<file path="src/rtl/uart_rx_fifo_pkg.sv">
package uart_rx_fifo_pkg;

  // Strobes from the control to the datapath for one cycle.
  typedef struct packed {
    logic push;      // accepted write into the store
    logic pop;       // host read request (raw)
    logic flush;     // mode change this cycle
    logic markOvr;   // stamp overrun bit on the written entry
    logic useBreak;  // written entry is the break code
  } rxqStrobe_t;

  localparam int RXQ_ERR_W = 4;

endpackage

</file>
<file path="src/rtl/uart_rx_fifo_ctrl.sv">
module uart_rx_fifo_ctrl
  import uart_rx_fifo_pkg::*;
#(
  parameter int DEPTH = 16,
  parameter int TRIG  = 1,
  localparam int PW   = $clog2(DEPTH),
  localparam int CW   = $clog2(DEPTH + 1)
) (
  input  logic          clk,
  input  logic          rstN,
  input  logic          fifoEnable,
  input  logic          pushValid,
  input  logic          breakEvent,
  input  logic          popReq,
  output rxqStrobe_t    strb,
  output logic [PW-1:0] wrIdx,
  output logic [PW-1:0] rdIdx,
  output logic          canAccept,
  output logic          rxEmpty,
  output logic          rxFull,
  output logic          rxIntRaw
);

  localparam logic [CW-1:0] DepthC  = CW'(DEPTH);
  localparam logic [CW-1:0] TrigC   = CW'(TRIG);
  localparam logic [CW-1:0] TrigM1C = CW'(TRIG - 1);

  logic [CW-1:0] cnt, cntNext;
  logic [PW-1:0] rdPtr;
  logic          modePrev, fullQ, intQ, ovrPend;
  logic          flush, anyIn, doPush, doPop, popMoves;

  always_comb begin
    flush     = fifoEnable != modePrev;
    canAccept = fifoEnable ? (cnt < DepthC) : (cnt == '0);
    anyIn     = pushValid | breakEvent;
    doPush    = anyIn & canAccept & ~flush;
    doPop     = popReq & ~flush;
    popMoves  = doPop & (cnt != '0);
    cntNext   = cnt + CW'(doPush) - CW'(popMoves);
    wrIdx     = rdPtr + cnt[PW-1:0];
    rdIdx     = rdPtr;
    rxEmpty   = (cnt == '0);
    rxFull    = fullQ;
    rxIntRaw  = intQ;
    strb.push     = doPush;
    strb.pop      = popReq;
    strb.flush    = flush;
    strb.markOvr  = ovrPend;
    strb.useBreak = breakEvent;
  end

  always_ff @(posedge clk or negedge rstN) begin
    if (!rstN) begin
      cnt      <= '0;
      rdPtr    <= '0;
      modePrev <= 1'b0;
      fullQ    <= 1'b0;
      intQ     <= 1'b0;
      ovrPend  <= 1'b0;
    end else begin
      modePrev <= fifoEnable;
      if (flush) begin
        cnt   <= '0;
        rdPtr <= '0;
        fullQ <= 1'b0;
      end else begin
        cnt <= cntNext;
        if (popMoves) rdPtr <= rdPtr + 1'b1;
        if (doPush && (!fifoEnable || cntNext == DepthC)) fullQ <= 1'b1;
        else if (doPop)                                  fullQ <= 1'b0;
        if (doPush && cntNext == TrigC)                  intQ <= 1'b1;
        else if (doPop && cntNext == TrigM1C)            intQ <= 1'b0;
        if (doPush)                                      ovrPend <= 1'b0;
        else if (anyIn && !canAccept)                    ovrPend <= 1'b1;
      end
    end
  end

endmodule

</file>
<file path="src/rtl/uart_rx_fifo_data.sv">
module uart_rx_fifo_data
  import uart_rx_fifo_pkg::*;
#(
  parameter int DEPTH = 16,
  parameter int DW    = 8,
  localparam int PW   = $clog2(DEPTH),
  localparam int EW   = RXQ_ERR_W,
  localparam int ENW  = DW + EW
) (
  input  logic           clk,
  input  logic           rstN,
  input  rxqStrobe_t     strb,
  input  logic [PW-1:0]  wrIdx,
  input  logic [PW-1:0]  rdIdx,
  input  logic [DW-1:0]  pushData,
  input  logic [EW-2:0]  pushErr,
  output logic [ENW-1:0] popData,
  output logic [EW-1:0]  errStatus
);

  logic [ENW-1:0] slot [DEPTH];
  logic [ENW-1:0] inEntry;

  always_comb begin
    if (strb.useBreak) begin
      inEntry = '0;
      inEntry[DW+2] = 1'b1;
    end else begin
      inEntry = {1'b0, pushErr, pushData};
    end
    if (strb.markOvr) inEntry[ENW-1] = 1'b1;
    popData = slot[rdIdx];
  end

  always_ff @(posedge clk or negedge rstN) begin
    if (!rstN) begin
      for (int i = 0; i < DEPTH; i++) slot[i] <= '0;
    end else if (strb.push) begin
      slot[wrIdx] <= inEntry;
    end
  end

  always_ff @(posedge clk or negedge rstN) begin
    if (!rstN)                        errStatus <= '0;
    else if (strb.pop && !strb.flush) errStatus <= popData[ENW-1:DW];
  end

endmodule

</file>
<file path="src/rtl/uart_rx_fifo.sv">
module uart_rx_fifo
  import uart_rx_fifo_pkg::*;
#(
  parameter int DEPTH = 16,
  parameter int TRIG  = 1,
  parameter int DW    = 8,
  localparam int PW   = $clog2(DEPTH),
  localparam int EW   = RXQ_ERR_W
) (
  input  logic             clk,
  input  logic             rstN,
  input  logic             fifoEnable,
  input  logic             pushValid,
  input  logic [DW-1:0]    pushData,
  input  logic [EW-2:0]    pushErr,
  input  logic             breakEvent,
  output logic             canAccept,
  input  logic             popReq,
  output logic [DW+EW-1:0] popData,
  output logic             rxEmpty,
  output logic             rxFull,
  output logic             rxIntRaw,
  output logic [EW-1:0]    errStatus
);

  rxqStrobe_t    strb;
  logic [PW-1:0] wrIdx, rdIdx;

  uart_rx_fifo_ctrl #(.DEPTH(DEPTH), .TRIG(TRIG)) uCtrl (
    .clk(clk), .rstN(rstN), .fifoEnable(fifoEnable), .pushValid(pushValid),
    .breakEvent(breakEvent), .popReq(popReq), .strb(strb), .wrIdx(wrIdx),
    .rdIdx(rdIdx), .canAccept(canAccept), .rxEmpty(rxEmpty), .rxFull(rxFull),
    .rxIntRaw(rxIntRaw)
  );

  uart_rx_fifo_data #(.DEPTH(DEPTH), .DW(DW)) uData (
    .clk(clk), .rstN(rstN), .strb(strb), .wrIdx(wrIdx), .rdIdx(rdIdx),
    .pushData(pushData), .pushErr(pushErr), .popData(popData),
    .errStatus(errStatus)
  );

endmodule

</file>
<file path="config.mk">
export PLATFORM = sky130hd
export DESIGN_NAME = uart_rx_fifo
export DESIGN_NICKNAME = d
export VERILOG_FILES = /design/src/rtl/uart_rx_fifo_pkg.sv /design/src/rtl/uart_rx_fifo_ctrl.sv /design/src/rtl/uart_rx_fifo_data.sv /design/src/rtl/uart_rx_fifo.sv
export SDC_FILE = /design/constraint.sdc
export NUM_CORES = 1
export LEC_CHECK = 0
export ABC_AREA = 1
export BUFFER_PORTS_ARGS = -buffer_cell sky130_fd_sc_hd__buf_4
export CORE_MARGIN = 3
export CORE_UTILIZATION = 69
export CTS_BUF_LIST = sky130_fd_sc_hd__clkbuf_4 sky130_fd_sc_hd__clkbuf_8
export CTS_CLUSTER_DIAMETER = 120
export DETAILED_ROUTE_END_ITERATION = 10
export GPL_ROUTABILITY_DRIVEN = 1
export PLACE_DENSITY = 0.85
export SYNTH_ARGS = -nofsm -noshare
export SYNTH_HDL_FRONTEND = slang
export SYNTH_HIERARCHICAL = 1
export SYNTH_SLANG_ARGS = --single-unit
</file>
<file path="constraint.sdc">
create_clock -name clk -period 3.8 [get_ports clk]
set_input_delay 0.19 -clock clk [delete_from_list [all_inputs] [get_ports clk]]
set_output_delay 0.19 -clock clk [all_outputs]
set_load 0.02 [all_outputs]
</file>
* Word-level counts from Yosys, hierarchy flattened
Index checks and enable logic that the tools add are counted.
Widths: inputs -> output; s select.
** Word-level totals
- Memories kept :: 0
- Output and inout bits :: 20
- Bits in registers :: 209
- Input port bits :: 17
- Bits in read-only memories :: 0
- Latch bits :: 0
- Bits in writable memories :: 0
- Word-level logic and storage cells :: 80
** Operators by class
- Equal/unequal tests :: 3
- Divide/modulo/power cells :: 0
- Bitwise operators :: 8
- $lt $le $gt $ge :: 4
- Shift operators :: 0
- Reductions and logical operators :: 19
- Mux-type cells :: 19
- Multipliers :: 0
- Add/subtract/negate cells :: 4
** Operators with widths (number)
- $bwmux 192 :: 1
- $bmux 12 s4 :: 1
- $demux 12 s4 :: 1
- $mux 12 :: 3
- $mux 11 :: 1
- $ge 5x5->1 const B :: 2
- $logic_not 5->1 :: 2
- $not 4->5 :: 2
- $mux 1 :: 9
- $mux 4 :: 2
- $logic_and 1x1->1 :: 6
- $reduce_bool 2->1 :: 3
- $add 5x1->5 :: 1
- $eq 5x1->1 const B :: 1
- $eq 5x5->1 const B :: 1
- $lt 5x1->1 const B :: 1
- $lt 5x5->1 const B :: 1
- $mux 5 :: 1
- $reduce_bool 5->1 :: 1
- $sub 5x1->5 :: 1
- $add 4x1->4 const B :: 1
- $add 4x4->4 :: 1
- $and 1x1->1 :: 4
- $reduce_and 2->1 :: 2
- 6 further kinds :: 8

* Logic depth before layout (Yosys ltp)
Gate-level depths: netlist of run 1.
- Depth in word-level cells :: 11
- Depth in mapped cells :: 17
- Mapped depth without buffers :: 17

* By module
The synthesis of run 1 kept the hierarchy.
** Modules (own cells, without submodules)
- uart_rx_fifo_data :: sequential area each 4904.7 sq um, area each 9260.1 sq um, instances 1, cells each 1158
- uart_rx_fifo_ctrl :: sequential area each 325.3 sq um, area each 953.4 sq um, instances 1, cells each 116

* Worst setup path after synthesis of run 1
No wires, ideal clock.
- Kind :: flip-flop to flip-flop
- From :: register uCtrl.cnt[3]
- To :: register uCtrl.intQ, in the netlist uCtrl/rxIntRaw
- Stages on the path, launching flop included :: 18
- Data required time :: 3.683 ns
- Period minus slack after synthesis :: 2.629 ns
- Slack :: 1.171 ns
- Setup time :: 0.117 ns
- Path buffers :: 0
- Data arrival time :: 2.512 ns
- Path through :: dfrtp_1 -> inv_1 -> ha_1 -> nand3_1 -> o21ai_1 -> nand2_2 -> ha_1 -> inv_1 -> ha_1 -> fa_1 -> nand3_1 -> nand2_1 -> nand2_1 -> nand2_1 -> nor2_1 -> nand3_1 -> nand2_1 -> nand2_1
** Between the ends
- Word-level cells in the longest chain between the ends :: 10
- Elaborated cells on any way between the ends :: 16
- Those cells by class :: 2 x add/sub; 1 x order compare; 1 x eq/ne; 2 x mux; 3 x bitwise; 7 x reduce/logical
** Ends and longest elaborated chain
- start: declaration :: RTL line uart_rx_fifo_ctrl.sv:28 : logic [CW-1:0] cnt, cntNext;
- start signal: assignment :: RTL line uart_rx_fifo_ctrl.sv:68 : cnt <= cntNext;
- $lt 5x5->1 or $logic_not 5->1 (tied branches) :: RTL line uart_rx_fifo_ctrl.sv:35 : canAccept = fifoEnable ? (cnt < DepthC) : (cnt == '0);
- $mux 1 * :: RTL line uart_rx_fifo_ctrl.sv:35
- net canAccept :: RTL line uart_rx_fifo.sv:17 : output logic canAccept,
- $and 1x1->1 * (2 in a row) :: RTL line uart_rx_fifo_ctrl.sv:37 : doPush = anyIn & canAccept & ~flush;
- $add 5x1->5 :: RTL line uart_rx_fifo_ctrl.sv:40 : cntNext = cnt + CW'(doPush) - CW'(popMoves);
- $sub 5x1->5 :: RTL line uart_rx_fifo_ctrl.sv:40
- $eq 5x1->1 or $logic_not 5->1 (tied branches) :: RTL line uart_rx_fifo_ctrl.sv:72, uart_rx_fifo_ctrl.sv:73
- $logic_and 1x1->1 (on tied branches) :: RTL line uart_rx_fifo_ctrl.sv:72, uart_rx_fifo_ctrl.sv:73
- $reduce_bool 2->1 (no source line)
- $reduce_and 2->1 (no source line)
- end signal: assignment :: RTL line uart_rx_fifo_ctrl.sv:59 : intQ <= 1'b0;
- end signal: assignment :: RTL line uart_rx_fifo_ctrl.sv:72 : if (doPush && cntNext == TrigC) intQ <= 1'b1;
- end signal: assignment :: RTL line uart_rx_fifo_ctrl.sv:73 : else if (doPop && cntNext == TrigM1C) intQ <= 1'b0;
- end: declaration :: RTL line uart_rx_fifo_ctrl.sv:30 : logic modePrev, fullQ, intQ, ovrPend;
The timed path passes the listed nets; every way through them passes the cells marked *.
A chain may end at the register's enable or synchronous reset.

* Final worst setup path of run 1
- From :: register uCtrl.rdPtr[0], in the netlist uCtrl/rdIdx[0]
- To :: output port popData[5]
** Between the ends
- Word-level cells in the longest chain between the ends :: 4
** Ends and longest elaborated chain
- start: declaration :: RTL line uart_rx_fifo_ctrl.sv:29 : logic [PW-1:0] rdPtr;
- start signal: assignment :: RTL line uart_rx_fifo_ctrl.sv:69 : if (popMoves) rdPtr <= rdPtr + 1'b1;
- $not 4->5 (implied by the code) :: RTL line uart_rx_fifo_data.sv:32 : popData = slot[rdIdx];
- $bmux 12 s4 :: RTL line uart_rx_fifo_data.sv:32
- $mux 12 (implied by the code) (2 in a row) :: RTL line uart_rx_fifo_data.sv:32
- end: declaration :: RTL line uart_rx_fifo.sv:19 : output logic [DW+EW-1:0] popData,
No other way between the ends. The select of a mux whose other input is x is not followed.

==> run summary, run 1 <==
Critical-path cell list -> buf_4, inv_2, buf_4, nor2_1, nor2_1, o21ai_0, o211ai_1, nand3_1, nand2_1, buf_4
DP Cell Count -> 1,421
Detailed Place HPWL -> 15.9 mm
Final Hold Fails -> 0
Setup ws final -> 0.480 ns
Gpl congestion -> 0.875
Register Area -> 0.00524 mm2
Distinct cells, synth -> 32
Max-cap check violation count -> 0
Total leakage power -> 5.38 nW
Placed inst area -> 0.0104 mm2
Setup crit start kind -> register
Die width -> 128 um
Starting DRT DRC Count -> 1,055
Clock Path Buffers -> 3
Cell mode on critical path -> buf_4
NetSw -> 0.00381 W
Clk pwr share -> 21.8%
Vias in the first global route -> 8,254
Register area share after synthesis -> 51.2%
CP top delay family -> buffers and inverters
Max VDD drop -> 0.000634 V
Total CTS buffers -> 35
Worst Tran Pin Value -> 1.12 ns
Unrepaired setup endpoints after global routing -> no
Synth Cell Area -> 0.0102 mm2
Cell Int Power -> 0.00567 W
Overflow left after global routing -> 0
Residual DRC -> 0
Die footprint -> 0.0163 mm2
Power Dens Cells -> 847 mW/mm2
Worst Path Arrival -> 3.13 ns
Grt met2 use -> 50.0%
Min Clock Period, post-route -> 3.32 ns
Status -> completed
CP max stage delay -> 0.63 ns
Fin area -> 0.0112 mm2
Logic gate share of total power -> 39.4%
H-tree levels -> 2
Fmax -> 301 MHz
Via density -> 5.90
Buf/Inv on CP -> 4
Area of the multi-input gates -> 0.00399 mm2
Nets -> 1,310
Initial antenna violation count -> 0
Met3 usage -> 6.67%
Total power -> 0.00948 W
Syn_nets -> 1,303
Antenna Nets Post-Route -> 0
Core Area -> 0.0142 mm2
Mapped Cells -> 1,274
Synth warn -> 6
Final Cycle Share -> 87.4%
Syn_area_per_cell -> 8.02 um2
DP Worst Slack -> 0.639 ns
Global route hottest layer -> met2
Std cell rows -> 43
Slew headroom -> 24.8%
Skew final -> 0.0301 ns
Met1 global-route usage -> 46.6%
Sink Count -> 209
Resize count post-CTS -> 0
CP required -> 3.61 ns
Total track usage -> 32.6%
First-pass GRT wire length -> 42.0 mm
Routed WL per cell -> 17.6 um
Effective utilization at floorplan -> 71.9%
CTS tree -> yes
Post-Layout Cell Count -> 1,484
Setup TNS -> 0 ns
Worst-path maximum fanout -> 59
Post-synthesis register bit count -> 209
Drt first pass iters -> 6
IO Port Bufs -> 36
Layout cell share with drive strength beyond 1 -> 11.0%
Worst setup EP type -> primary output
Clock Tree Root -> clkbuf_8
Die Y -> 128 um
Switching share of power -> 40.2%
ANT cells -> 0
Area delta synth->final -> 9.48%
Clock transition at path regs -> 0.06 ns
Fill cells -> 1,003
I/O pin cnt -> 37
Min-delay worst type -> input port to register
Largest net degree at the start of global routing -> 99
Final wirelength -> 26.2 mm
WS Path Type -> register to primary output
Final setup vio count -> 0
Flop pwr share -> 38.8%
Vias -> 8,762
Max-slew violation count -> 0
Critical Path Slowest Stage Cell -> dfrtp_4
Worst-Skew Late Latency -> 0.54 ns
sequential cells by signal, summed over array words and instances (netlist names):
register         count
uData/errStatus      4
uCtrl/ovrPend        1
uCtrl/rdIdx          4
uCtrl/rxIntRaw       1
uData/slot         192
uCtrl/rxFull         1
uCtrl/cnt            5
uCtrl/modePrev       1
logic make-up after synthesis:
logic type      share of synthesized area [%]
simple gates                             20.9
compound gates                           15.7
buf+inv                                  9.73
flops                                    51.2
fa+ha+maj                                1.62
xor+xnor                                0.833
synthesized netlist by cell type, drive strengths merged:
master | n | area, um2
xnor2 | 5 | 51.3
nand3 | 109 | 556
or2 | 1 | 6.26
o211ai | 18 | 135
xor2 | 3 | 33.8
nor2 | 72 | 345
ha | 10 | 125
o21ai | 231 | 1160
inv | 148 | 556
clkbuf | 34 | 129
fa | 2 | 40.0
nor3 | 4 | 41.3
nand3b | 1 | 7.51
buf | 49 | 294
clkinv | 4 | 15.0
nand2 | 311 | 1180
dfrtp | 209 | 5230
a21oi | 63 | 315
metrics by stage:
| step | hold WS, ns | util [%] |
|---|---|---|
| 6_report | 0.122 | 78.7 |
| 2_1_floorplan | -0.106 | - |
| 3_5_place_dp | 0.329 | 73.3 |
| 3_3_place_gp | 0.320 | 73.3 |
| 5_1_grt | 0.147 | 78.7 |
| 4_1_cts | 0.0996 | 78.7 |
final timing paths:
kind | start | endpoint | slack (ns) | cells past startpoint
worst max register to register | uCtrl/rdIdx[0]$_DFFE_PN0P_ | uData/slot[92]$_DFFE_PN0P_ | 0.55 | 7
worst max-delay path | uCtrl/rdIdx[0]$_DFFE_PN0P_ | popData[5] | 0.48 | 10
worst min-delay path | pushErr[2] | uData/slot[46]$_DFFE_PN0P_ | 0.12 | 3
worst min register to register | uCtrl/rxIntRaw$_DFFE_PN0P_ | uCtrl/rxIntRaw$_DFFE_PN0P_ | 0.47 | 2
min in group asynchronous | rstN | uData/slot[79]$_DFFE_PN0P_ | 0.30 | 2
max in group asynchronous | rstN | uData/slot[161]$_DFFE_PN0P_ | 2.52 | 3
routing by layer:
layer  vias up  wire (um)
li1       4093          -
met1      4128      10500
met2       460      12300
met3        81       2620
met4         0        746
met5         -          0
power by group through the flow:
stage / registers [W] / clock network [W] / logic (W)
floorplan: 0.00355 / 0 / 0.00274
global placement: 0.00365 / 0 / 0.00351
detailed placement: 0.00368 / 0 / 0.00365
CTS: 0.00366 / 0.00209 / 0.00369
global route: 0.00377 / 0.00220 / 0.00419
finish: 0.00367 / 0.00206 / 0.00374
tightest hold or removal path, stage by stage:
cell and delay, ns:
buf_4 0.08, nor2_1 0.15, o21ai_0 0.20
layout by cell type (no fill, tap or decap), drive strengths merged:
master,n
clkinv,7
clkbuf,58
nor2,72
nor3,4
dfrtp,209
xnor2,5
ha,10
fa,2
nand2,311
or2,1
nand3,109
xor2,3
o211ai,18
a21oi,63
inv,148
dlygate4sd3,3
nand3b,1
o21ai,231
buf,49
repair_timing:
action	CTS	global route
setup buffers	0	0
endpoints found under the hold margin	97	0
hold buffers	3	0
final cells by class:
class / instances / area share (%)
clock inverter: 3 / 0.134
inverter: 152 / 5.10
tap: 180 / 2.01
timing repair buffer: 53 / 3.79
multi-input combinational: 830 / 35.7
sequential: 209 / 46.8
clock buffer: 57 / 6.46
No activity file was read; power rests on OpenSTA's default activity.
==> run 2, diff against run 1 <==
- CORE_UTILIZATION: 69 -> 64
- PLACE_DENSITY: 0.85 -> 0.86
- clock period: 3.8 -> 3.35 ns (I/O delays scaled with it)
==> run 2 against run 1 <==
Net effect: critical path depth shrank 1; highest routed layer unchanged; clock power up 11%; sequential power grew 12%; worst setup slack lost 0.25 ns; core utilization shrank 6.0 points; register-to-register slack worse by 0.02 ns; cell count rose by 2.0%; sequential cell count unchanged; combinational power increased by 14%; total power up 12%; die area increased by 7.4%.
==> run summary, run 2 (same netlist as run 1, synthesis figures left out) <==
Setup ws final -> 0.234 ns (-0.246 ns)
Final setup vio count -> 0 (unchanged)
Clock transition at path regs -> 0.06 ns (about the same)
Unrepaired setup endpoints after global routing -> no
Die width -> 132 um (+3.7%)
Fill cells -> 1,190 (+19%)
Detailed Place HPWL -> 15.1 mm (-4.7%)
Max VDD drop -> 0.000735 V (+16%)
Vias -> 8,850 (+1.0%)
Resize count post-CTS -> 0 (unchanged)
Register Area -> 0.00524 mm2 (unchanged)
Min-delay worst type -> input port to register
Sink Count -> 209 (unchanged)
Total leakage power -> 5.37 nW (-0.11%)
Layout cell share with drive strength beyond 1 -> 11.0% (-0.068 points)
Commonest cells after routing, fill and taps aside -> nand2_1 (307), o21ai_0 (220), dfrtp_1 (207)
Residual DRC -> 0 (unchanged)
Die footprint -> 0.0175 mm2 (+7.4%)
Max-cap check violation count -> 0 (unchanged)
Setup TNS -> 0 ns (unchanged)
Starting DRT DRC Count -> 1,176 (+11%)
Largest net degree at the start of global routing -> 119 (+20%)
H-tree levels -> 2 (unchanged)
Worst Tran Pin Value -> 1.20 ns (+0.0723 ns)
Total track usage -> 29.9% (-2.8 points)
CP required -> 3.18 ns (-0.43 ns)
Worst Path Arrival -> 2.95 ns (-0.18 ns)
Clock Tree Root -> clkbuf_8
Most common cell after layout, fill and taps aside -> nand2_1
Max-slew violation count -> 0 (unchanged)
Setup crit start kind -> register
Final Cycle Share -> 93.0%
Slew headroom -> 20.1% (-4.7 points)
Initial antenna violation count -> 0 (unchanged)
Largest register FFs -> 192 (unchanged)
DP Worst Slack -> 0.632 ns (-0.00771 ns)
Top flop regs -> uData/slot x192, uCtrl/cnt x5
Setup repair bufs after CTS -> 0 (unchanged)
CTS tree -> yes
Worst-path maximum fanout -> 80 (+36%)
Effective utilization at floorplan -> 66.2% (-5.7 points)
Fmax -> 321 MHz
Gpl congestion -> 0.847 (-3.2%)
Drt first pass iters -> 6 (unchanged)
First-pass GRT wire length -> 42.4 mm (+0.74%)
Final Hold Fails -> 0 (unchanged)
Vias in the first global route -> 8,413 (+1.9%)
Overflow left after global routing -> 0 (unchanged)
Total CTS buffers -> 34 (-2.9%)
Hold Buf Count CTS -> 3 (unchanged)
Die Y -> 132 um (+3.7%)
I/O pin cnt -> 37 (unchanged)
Skew final -> 0.0200 ns (-0.0101 ns)
Met1 global-route usage -> 42.5% (-4.1 points)
Met3 usage -> 4.66% (-2.0 points)
Min Clock Period, post-route -> 3.12 ns
IO Port Bufs -> 36 (unchanged)
Std cell rows -> 45 (+4.7%)
Area of the multi-input gates -> 0.00399 mm2 (unchanged)
Clock Path Buffers -> 3 (unchanged)
Power Dens Cells -> 949 mW/mm2 (+12%)
Area delta synth->final -> 9.78%
Global route hottest layer -> met2
Via density -> 5.85 (-1.0%)
Final wirelength -> 26.0 mm (-0.63%)
Status -> completed
Core Util, Final -> 72.7% (-6.0 points)
Worst setup EP type -> primary output
Core Area -> 0.0154 mm2 (+8.6%)
ANT cells -> 0 (unchanged)
Reg2Reg Setup Slack -> 0.53 ns (-0.02 ns)
WS Path Type -> register to primary output
Antenna Nets Post-Route -> 0 (unchanged)
Routed WL per cell -> 17.2 um (-2.6%)
Biggest register -> uData/slot
Nets -> 1,310 (unchanged)
Grt met2 use -> 45.8% (-4.2 points)
Worst-Skew Late Latency -> 0.52 ns (-0.02 ns)
run 2: path summary, 6_finish.rpt:
kind / start / end / depth (start not counted)
setup / recovery: uCtrl/rdIdx[0]$_DFFE_PN0P_ / popData[9] / 9
hold / removal: pushErr[2] / uData/slot[94]$_DFFE_PN0P_ / 3
setup reg to reg: uCtrl/cnt[0]$_DFF_PN0_ / uData/slot[102]$_DFFE_PN0P_ / 9
hold reg to reg: uCtrl/rxIntRaw$_DFFE_PN0P_ / uCtrl/rxIntRaw$_DFFE_PN0P_ / 2
max in group asynchronous: rstN / uCtrl/rdIdx[0]$_DFFE_PN0P_ / 2
min in group asynchronous: rstN / uData/slot[99]$_DFFE_PN0P_ / 2
run 2: area by class of cell:
cell class	instances	area share (%)
sequential	209	46.7
inverter	152	5.09
tap	211	2.35
clock inverter	1	0.0446
timing repair buffer	54	3.96
clock buffer	57	6.27
multi-input combinational	830	35.6
run 2: through the flow:
stage	total power [W]	instance area, um2	hold slack [ns]	std cells
6_report	0.0106	11200	0.0630	1514
3_3_place_gp	0.00810	10500	0.346	1453
5_1_grt	0.0114	11200	0.0541	1514
3_5_place_dp	0.00827	10500	0.349	1453
2_1_floorplan	0.00713	10200	-0.128	1274
4_1_cts	0.0106	11200	0.0405	1514
run 2: per-layer routing:
metal,up-vias,part of all wire [%]
li1,4100,-
met1,4217,41
met2,457,47
met3,76,9.2
met4,0,3.3
met5,-,0
run 2: worst max-delay path, stage by stage (launching register included):
cell     delay [ns]
dfrtp_4        0.40
buf_4          0.66
buf_4          0.53
nand2_1        0.09
nand2_1        0.09
nand2_1        0.07
nand3_1        0.13
nand3_1        0.11
nand2_1        0.16
buf_4          0.16
run 2: power breakdown:
group | switching (W) | internal, W
Sequential | 0.000491 | 0.00362
Combinational | 0.00278 | 0.00147
Clock | 0.000972 | 0.00131
==> run 3, diff against run 2 <==
- CORE_UTILIZATION: 64 -> 47
- PLACE_DENSITY: 0.86 -> not set
- PLACE_DENSITY_LB_ADDON: not set -> 0.3
==> run 3 against run 2 <==
Net effect: sequential cell count stayed put; critical path depth decreased by 3; combinational power barely moved; via count is 5.2% lower; clock skew down 0.0088 ns; worst setup slack better by 0.00092 ns; global-route usage decreased by 7.5 points; largest power group unchanged.
==> run summary, run 3 (same netlist as run 1, synthesis figures left out) <==
Status -> completed
Setup repair bufs after CTS -> 0 (unchanged)
Die Y -> 153 um (+16%)
Die footprint -> 0.0235 mm2 (+34%)
Fmax -> 321 MHz (about the same)
Min Clock Period, post-route -> 3.12 ns (-0.000918 ns)
Hold Buf Count CTS -> 3 (unchanged)
Worst r2r src -> uCtrl/rdIdx[0]$_DFFE_PN0P_
Max-slew violation count -> 0 (unchanged)
Hold_sp -> pushValid
Area delta synth->final -> 11.3%
Buf/Inv on CP -> 3 (unchanged)
WHS Path Cells -> 5 (+2)
Cell mode on critical path -> buf_4
Clock transition at path regs -> 0.06 ns (about the same)
Unrepaired setup endpoints after global routing -> no
Top flop regs -> uData/slot x192, uCtrl/cnt x5
Total CTS buffers -> 36 (+5.9%)
CP max stage delay -> 0.92 ns (+0.26 ns)
Setup TNS -> 0 ns (unchanged)
Total track usage -> 22.4% (-7.5 points)
Skew final -> 0.0112 ns (-0.00882 ns)
Antenna Nets Post-Route -> 0 (unchanged)
Largest net degree at the start of global routing -> 79 (-34%)
Max-cap check violation count -> 0 (unchanged)
Overflow left after global routing -> 0 (unchanged)
Final setup vio count -> 0 (unchanged)
WS Path Type -> register to primary output
CP required -> 3.18 ns (about the same)
Vias -> 8,387 (-5.2%)
IO Port Bufs -> 36 (unchanged)
Initial antenna violation count -> 0 (unchanged)
Most common cell after layout, fill and taps aside -> nand2_1
Residual DRC -> 0 (unchanged)
Core Area -> 0.0212 mm2 (+37%)
Final Hold Fails -> 0 (unchanged)
Worst-Skew Late Latency -> 0.52 ns (about the same)
Total power -> 0.0108 W (+1.4%)
Std cell rows -> 53 (+18%)
Cells on worst reg2reg path -> 9 (unchanged)
Detailed Place HPWL -> 15.9 mm (+5.4%)
Biggest register -> uData/slot
Nets -> 1,313 (+0.23%)
Setup crit start kind -> register
Worst-path maximum fanout -> 27 (-66%)
Via density -> 5.30 (-9.4%)
CP top delay family -> buffers and inverters
Min-Delay Endpoint -> uCtrl/ovrPend$_DFFE_PN0P_
Placed inst area -> 0.0106 mm2 (+0.96%)
I/O pin cnt -> 37 (unchanged)
Critical-path cell list -> buf_4, inv_1, o211ai_1, nand3_1, nand2_1, buf_4
Worst reg2reg endpoint -> uData/slot[60]$_DFFE_PN0P_
Reg2Reg Setup Slack -> 0.58 ns (+0.05 ns)
Slew headroom -> 20.4% (+0.26 points)
H-tree levels -> 2 (unchanged)
Total leakage power -> 5.41 nW (+0.72%)
Worst Path Arrival -> 2.95 ns (about the same)
Core Util, Final -> 53.7% (-19 points)
Gpl congestion -> 0.833 (-1.6%)
Power Dens Cells -> 949 mW/mm2 (about the same)
Starting DRT DRC Count -> 769 (-35%)
Clock Tree Root -> clkbuf_8
Drt first pass iters -> 5 (-1)
Clock Path Buffers -> 3 (unchanged)
Fin area -> 0.0114 mm2 (+1.4%)
ANT cells -> 0 (unchanged)
Worst Tran Pin Value -> 1.19 ns (-0.00388 ns)
Min-delay worst type -> input port to register
Vias in the first global route -> 7,987 (-5.1%)
Resize count post-CTS -> 0 (unchanged)
Routed WL per cell -> 16.5 um (-3.6%)
Final wirelength -> 26.2 mm (+0.79%)
Worst setup EP type -> primary output
CTS tree -> yes
Critical Path Slowest Stage Cell -> inv_1
Die width -> 153 um (+16%)
Final Cycle Share -> 93.0% (about the same)
Largest register FFs -> 192 (unchanged)
First-pass GRT wire length -> 42.6 mm (+0.65%)
Commonest cells after routing, fill and taps aside -> nand2_1 (307), o21ai_0 (220), dfrtp_1 (207)
Layout cell share with drive strength beyond 1 -> 11.3% (+0.34 points)
Sink Count -> 209 (unchanged)
Max VDD drop -> 0.000455 V (-38%)
Effective utilization at floorplan -> 48.3% (-18 points)
run 3: cell type report:
class / count / area (um2)
inverter: 152 / 571
tap: 275 / 344
clock buffer: 57 / 734
clock inverter: 5 / 25.0
multi-input combinational: 830 / 3990
fill: 1955 / 9790
sequential: 209 / 5240
timing repair buffer: 55 / 464
run 3: through the flow:
step | hold WS, ns | setup slack [ns] | cells
3_3_place_gp | 0.251 | 0.655 | 1518
6_report | 0.0918 | 0.234 | 1583
2_1_floorplan | -0.128 | 0.721 | 1274
3_5_place_dp | 0.256 | 0.608 | 1518
5_1_grt | 0.0841 | 0.120 | 1583
4_1_cts | 0.0704 | 0.273 | 1583
run 3: how the worst max path moves through the flow:
stage,startpoint,endpoint,slack [ns],cells after the start
after global routing,uCtrl/rdIdx[2]$_DFFE_PN0P_,popData[1],0.12,6
after global placement,uCtrl/rdIdx[0]$_DFFE_PN0P_,uData/slot[61]$_DFFE_PN0P_,0.65,9
after detailed placement,uCtrl/rdIdx[0]$_DFFE_PN0P_,uData/slot[60]$_DFFE_PN0P_,0.61,9
final,uCtrl/rdIdx[2]$_DFFE_PN0P_,popData[1],0.23,6
after CTS,uCtrl/rdIdx[2]$_DFFE_PN0P_,popData[1],0.27,6
after floorplan,uCtrl/cnt[3]$_DFF_PN0_,uCtrl/rxIntRaw$_DFFE_PN0P_,0.72,17
run 3: worst reg2reg max path, stage by stage (launching register included):
cell     delay [ns]
dfrtp_4        0.47
ha_1           0.21
inv_1          0.07
fa_1           0.40
inv_1          0.15
inv_2          0.08
nor2_2         0.11
nand2_2        0.12
nor2_2         0.80
o21ai_0        0.20
run 3: power by group:
part | internal (W) | switching, W | leakage, nW
combinational | 0.00149 | 0.00279 | 2.48
sequential | 0.00362 | 0.000481 | 2.52
clock | 0.00139 | 0.00102 | 0.409
total | 0.00649 | 0.00430 | 5.41
run 3: metal layers:
metal	up-vias	global-route usage (%)	part of all wire, %
met5	-	0	0
met4	0	6.48	2.5
met3	54	3.26	5.7
met2	240	35.3	45
met1	3992	32.4	47
li1	4101	-	-
